--- config.mk ---
export PLATFORM = sky130hd
export DESIGN_NAME = xlat_buffer
export DESIGN_NICKNAME = d
export VERILOG_FILES = /design/src/rtl/xlat_buffer.sv
export SDC_FILE = /design/constraint.sdc
export NUM_CORES = 1
export LEC_CHECK = 0
export ABC_CLOCK_PERIOD_IN_PS = 7900
export BUFFER_PORTS_ARGS = -buffer_cell sky130_fd_sc_hd__buf_2
export CELL_PAD_IN_SITES_DETAIL_PLACEMENT = 1
export CELL_PAD_IN_SITES_GLOBAL_PLACEMENT = 1
export CORE_MARGIN = 3
export CORE_UTILIZATION = 40
export DETAILED_ROUTE_END_ITERATION = 12
export GPL_TIMING_DRIVEN = 0
export PLACE_DENSITY_LB_ADDON = 0.08
export SETUP_SLACK_MARGIN = 0.15
export SYNTH_ARGS = -nofsm -noshare
export SYNTH_HDL_FRONTEND = slang
export SYNTH_SLANG_ARGS = --single-unit
export TNS_END_PERCENT = 10
--- constraint.sdc ---
create_clock -name clk -period 7.9 [get_ports clk]
set_clock_uncertainty 0.05 [all_clocks]
set_input_delay 1.58 -clock clk [delete_from_list [all_inputs] [get_ports clk]]
set_output_delay 1.58 -clock clk [all_outputs]
set_load 0.1 [all_outputs]
--- src/rtl/xlat_buffer.sv ---
module xlat_buffer #(
  parameter int ENTRIES = 16,
  parameter int VA_W    = 32,
  parameter int PA_W    = 24,
  parameter int OFS_W   = 12
) (
  input  logic                    clk,
  input  logic                    rst_n,
  input  logic                    flush,
  input  logic                    req_valid,
  input  logic [VA_W-1:0]         req_vaddr,
  input  logic [1:0]              req_kind,
  input  logic                    fill_valid,
  input  logic [VA_W-OFS_W-1:0]   fill_vpn,
  input  logic [PA_W-OFS_W-1:0]   fill_ppn,
  input  logic                    fill_wr_en,
  input  logic                    fill_nx,
  output logic                    rsp_valid,
  output logic                    rsp_hit,
  output logic [PA_W-1:0]         rsp_paddr,
  output logic                    rsp_miss,
  output logic                    rsp_wfault,
  output logic                    rsp_xfault
);
  localparam int VPN_W = VA_W - OFS_W;
  localparam int PPN_W = PA_W - OFS_W;
  localparam int IDX_W = (ENTRIES > 1) ? $clog2(ENTRIES) : 1;
  localparam logic [IDX_W-1:0] LAST = IDX_W'(ENTRIES - 1);
  localparam logic [1:0] KIND_STORE = 2'b01;
  localparam logic [1:0] KIND_FETCH = 2'b10;

  logic [ENTRIES-1:0] ent_v, ent_we, ent_nx;
  logic [VPN_W-1:0]   ent_vpn [ENTRIES];
  logic [PPN_W-1:0]   ent_ppn [ENTRIES];
  logic [IDX_W-1:0]   victim;

  wire [VPN_W-1:0] look_vpn = req_vaddr[VA_W-1:OFS_W];
  wire [OFS_W-1:0] look_ofs = req_vaddr[OFS_W-1:0];

  logic [ENTRIES-1:0] look_match, fill_match;

  for (genvar i = 0; i < ENTRIES; i++) begin : g_cmp
    assign look_match[i] = ent_v[i] && (ent_vpn[i] == look_vpn);
    assign fill_match[i] = ent_v[i] && (ent_vpn[i] == fill_vpn);
  end

  logic [PPN_W-1:0] look_ppn;
  logic             look_we, look_nx;

  always_comb begin
    look_ppn = '0;
    look_we  = 1'b0;
    look_nx  = 1'b0;
    for (int i = 0; i < ENTRIES; i++) begin
      if (look_match[i]) begin
        look_ppn = look_ppn | ent_ppn[i];
        look_we  = look_we  | ent_we[i];
        look_nx  = look_nx  | ent_nx[i];
      end
    end
  end

  wire is_miss  = ~|look_match;
  wire is_wflt  = !is_miss && (req_kind == KIND_STORE) && !look_we;
  wire is_xflt  = !is_miss && (req_kind == KIND_FETCH) && look_nx;
  wire is_hit   = !is_miss && !is_wflt && !is_xflt;

  logic [IDX_W-1:0] dup_idx, free_idx, fill_sel;
  logic             dup_found, free_found;

  always_comb begin
    dup_idx   = '0;
    dup_found = 1'b0;
    for (int i = 0; i < ENTRIES; i++) begin
      if (!dup_found && fill_match[i]) begin
        dup_idx   = i[IDX_W-1:0];
        dup_found = 1'b1;
      end
    end
  end

  always_comb begin
    free_idx   = '0;
    free_found = 1'b0;
    for (int i = 0; i < ENTRIES; i++) begin
      if (!free_found && !ent_v[i]) begin
        free_idx   = i[IDX_W-1:0];
        free_found = 1'b1;
      end
    end
  end

  wire use_victim = !dup_found && !free_found;
  assign fill_sel = dup_found ? dup_idx : (free_found ? free_idx : victim);
  wire fill_go = fill_valid && !flush;

  always_ff @(posedge clk or negedge rst_n) begin
    if (!rst_n) begin
      ent_v  <= '0;
      victim <= '0;
    end else if (flush) begin
      ent_v  <= '0;
      victim <= '0;
    end else if (fill_go) begin
      ent_v[fill_sel] <= 1'b1;
      if (use_victim) victim <= (victim == LAST) ? '0 : victim + 1'b1;
    end
  end

  always_ff @(posedge clk) begin
    if (fill_go) begin
      ent_vpn[fill_sel] <= fill_vpn;
      ent_ppn[fill_sel] <= fill_ppn;
      ent_we[fill_sel]  <= fill_wr_en;
      ent_nx[fill_sel]  <= fill_nx;
    end
  end

  always_ff @(posedge clk or negedge rst_n) begin
    if (!rst_n) begin
      rsp_valid  <= 1'b0;
      rsp_hit    <= 1'b0;
      rsp_miss   <= 1'b0;
      rsp_wfault <= 1'b0;
      rsp_xfault <= 1'b0;
      rsp_paddr  <= '0;
    end else begin
      rsp_valid  <= req_valid;
      rsp_hit    <= req_valid && is_hit;
      rsp_miss   <= req_valid && is_miss;
      rsp_wfault <= req_valid && is_wflt;
      rsp_xfault <= req_valid && is_xflt;
      rsp_paddr  <= (req_valid && is_hit) ? {look_ppn, look_ofs} : '0;
    end
  end
endmodule

==> run summary <==
Status: finished clean
Crit-path most repeated cell: buf_6
Crit-path slowest cell: nor4_1
Synthesized cell area: 27,430 um2
Antenna violations before repair: 6
Switch share: 24.24%
Slowest Stage Delay on Critical Path: 0.91 ns
Syn_area_per_cell: 14.47 um2
Yosys top cell area share: 59.55%
Commonest non-fill, non-tap cell in the layout: edfxtp_1
CP Cell Sequence: buf_2 > buf_2 > buf_4 > xnor2_1 > nand4_1 > nor4_1 > a221oi_1 > o211ai_1 > a21o_1 > nand2_1 > clkbuf_1 > nor3_2 > buf_6 > buf_6 > buf_6
Net switching power figure: 0.001725 W
GRT Util Overall: 30.62%
Total Power: 0.007116 W
Post-Syn Nets: 1,970
Most frequent cells in the layout: 544 x edfxtp_1, 345 x xor2_1, 296 x xnor2_1
Number of clock sinks: 593
Slew Viols, Final: 0
Total CTS buffers: 68
Post-DP HPWL: 71,520 um
Drt drc: 0
First-pass GRT wire length: 149,600 um
Clk buf depth: 3
Worst path required time: 8.18 ns
Part of the Yosys area used for sequential elements: 64.02%
DR WL/cell: 36.13 um
Rows: 95
Maximum clock rate: 141.1 MHz
Finished layout cell area: 32,000 um2
RePlAce Congestion: 0.8579
Worst vdd ir: 0.1556 mV
Layout cells sized above 1: 16.69%
Worst setup path category: in -> reg
Vias in the first global route: 18,660
DR pass1 iterations: 5
Worst Hold Class: reg -> reg
Area of the die: 71,750 um2
CTS tree: yes
Largest delay contributor family on the critical path: buffers and inverters
Number of synthesized flops with an enable pin: 544
Core area: 67,510 um2
Minimum clock period: 7.085 ns
Total stage count of the critical path: 15
Post-CTS Setup Bufs: 0
Clock root cell: clkbuf_16
# resized after CTS: 0
Flop pwr share: 48.7%
WL final: 109,800 um
Die Ht: 267.9 um
Top cells by area, synth: edfxtp_1 60%, xor2_1 11%, xnor2_1 9.5%
Hold Path Depth: 3
Placed Cells: 2,917
RSZ-0062 raised after global routing: false
Initial Utilization: 40.63%
Largest net degree at the start of global routing: 50
Synth area leader: edfxtp_1
Non-filler cells, final: 3,040
Die Span X: 267.9 um
Placed Instance Area: 29,830 um2
Worst Reg-to-Reg Cells: 13
Crit path max fanout: 17
I/O Pins: 102
Yosys Warn Count: 0
GRT overflow: 0
Starting DRT DRC Count: 2,500
Core Util, Final: 47.39%
H-tree depth: 3
Power per cell area: 222.4 nW/um2
Worst slew pin tran: 1.422 ns
Worst-path clk slew: 0.06 ns
Worst-skew pair later-pin latency: 0.63 ns
P_leak: 10.77 nW
Yosys reg bits: 593
Worst Setup End Kind: flop
Clock power frac: 44.0%
Vias per cell: 6.055
Hold Buf Count CTS: 0
Synth Flop Type: edfxtp_1
Vias: 18,410
Area delta synth->final: 16.65%
Worst path bufs/invs: 7
Combinational fraction of design power: 7.3%
Final Hold Vio Count: 0
Slew headroom: 4.401%
# port buffers: 81
Max-Cap Viols: 0
Critical Path Source Type: input pin
Layout Nets: 2,188
Antenna violation net count after detailed routing: 0
Final period util: 89.68%
Ys async rst share: 8.263%
Fill count: 6,681
Post-Synthesis Cells: 1,896
Cell variety after synth: 57
Final setup violating endpoints: 0
Internal: 0.005391 W
Critical path arrival: 7.37 ns
==> final timing paths <==
kind / from / end / slack (ns)
worst max-delay path: fill_vpn[1] / ent_vpn[4][4] / 0.82
max in group asynchronous: rst_n / victim[3] / 6.35
min in group asynchronous: rst_n / rsp_paddr[3] / 0.96
worst max register to register: ent_vpn[6][18] / ent_vpn[4][16] / 2.93
worst min register to register: ent_ppn[6][0] / rsp_paddr[12] / 0.54
worst min-delay path: ent_ppn[6][0] / rsp_paddr[12] / 0.54
==> routing by layer <==
layer  wire, um  track usage, %  vias to the layer above
li1           -               -                     7518
met1      47250           44.73                     9738
met2      49240           47.14                      987
met3      10170           4.898                      161
met4       3169           9.550                        2
met5         13               0                        -
==> power groups by stage <==
stage	sequential, W	combinational, W	clock, W
after CTS	0.00346	0.000511	0.00318
after global routing	0.00346	0.000535	0.00330
after detailed placement	0.00353	0.000508	0
final	0.00346	0.000521	0.00313
after global placement	0.00353	0.000495	0
after floorplan	0.00353	0.000248	0
==> cell usage after synthesis (15+ instances only) <==
cell and count:
edfxtp_1 544, xor2_1 345, xnor2_1 296, nor4_1 95, nand4_1 93, a22oi_1 55, nand3_1 51, buf_2 50
dfrtp_1 49, nor3_1 33, a221oi_1 29, a22o_1 28, buf_4 25, nand2_1 24, clkbuf_1 23, nor2_1 20
inv_1 15, o21a_1 15
==> worst reg2reg max path, stage by stage (launching register included) <==
cell	delay (ns)
edfxtp_1	0.43
xnor2_1	0.23
nand4_1	0.12
nor4_1	0.34
nand4_1	0.35
o21ai_0	0.65
a21boi_0	0.26
o21a_1	0.28
o21a_1	0.14
clkbuf_1	0.32
nor3_2	0.82
buf_6	0.28
buf_6	0.20
buf_6	0.21
==> sequential cells by signal, indices dropped and copies added, names as in the netlist <==
register,count
ent_nx,16
ent_ppn,192
ent_v,16
ent_vpn,320
ent_we,16
rsp_hit,1
rsp_miss,1
rsp_paddr,24
rsp_valid,1
rsp_wfault,1
rsp_xfault,1
victim,4
==> through the flow <==
step	setup TNS, ns	setup WS, ns	hold slack, ns
5_1_grt	0	0.7848	0.5817
3_3_place_gp	-1769.63	-6.370	0.5241
2_1_floorplan	0	0.1781	0.4603
3_5_place_dp	0	0.3063	0.5352
6_report	0	0.8151	0.5424
4_1_cts	0	0.9498	0.5488
==> cell families after synthesis <==
family	after synthesis	synth area share, %
buf+inv	122	2.486
simple gates	360	7.764
flops	593	64.02
xor+xnor	641	20.47
compound gates	178	5.177
fa+ha+maj	1	0.04561
mux	1	0.03649
==> layout make-up <==
type	instances	area [um2]	area share, %
antenna	4	10.01	0.03128
inverter	15	56.30	0.1760
timing repair buffer	148	1140	3.562
buffer	107	625.6	1.955
multi-input combinational	1181	9354	29.23
sequential	593	17560	54.89
tap	873	1092	3.414
clock buffer	88	1818	5.682
clock inverter	31	339.1	1.060
Power figures use the tool's default switching activity.
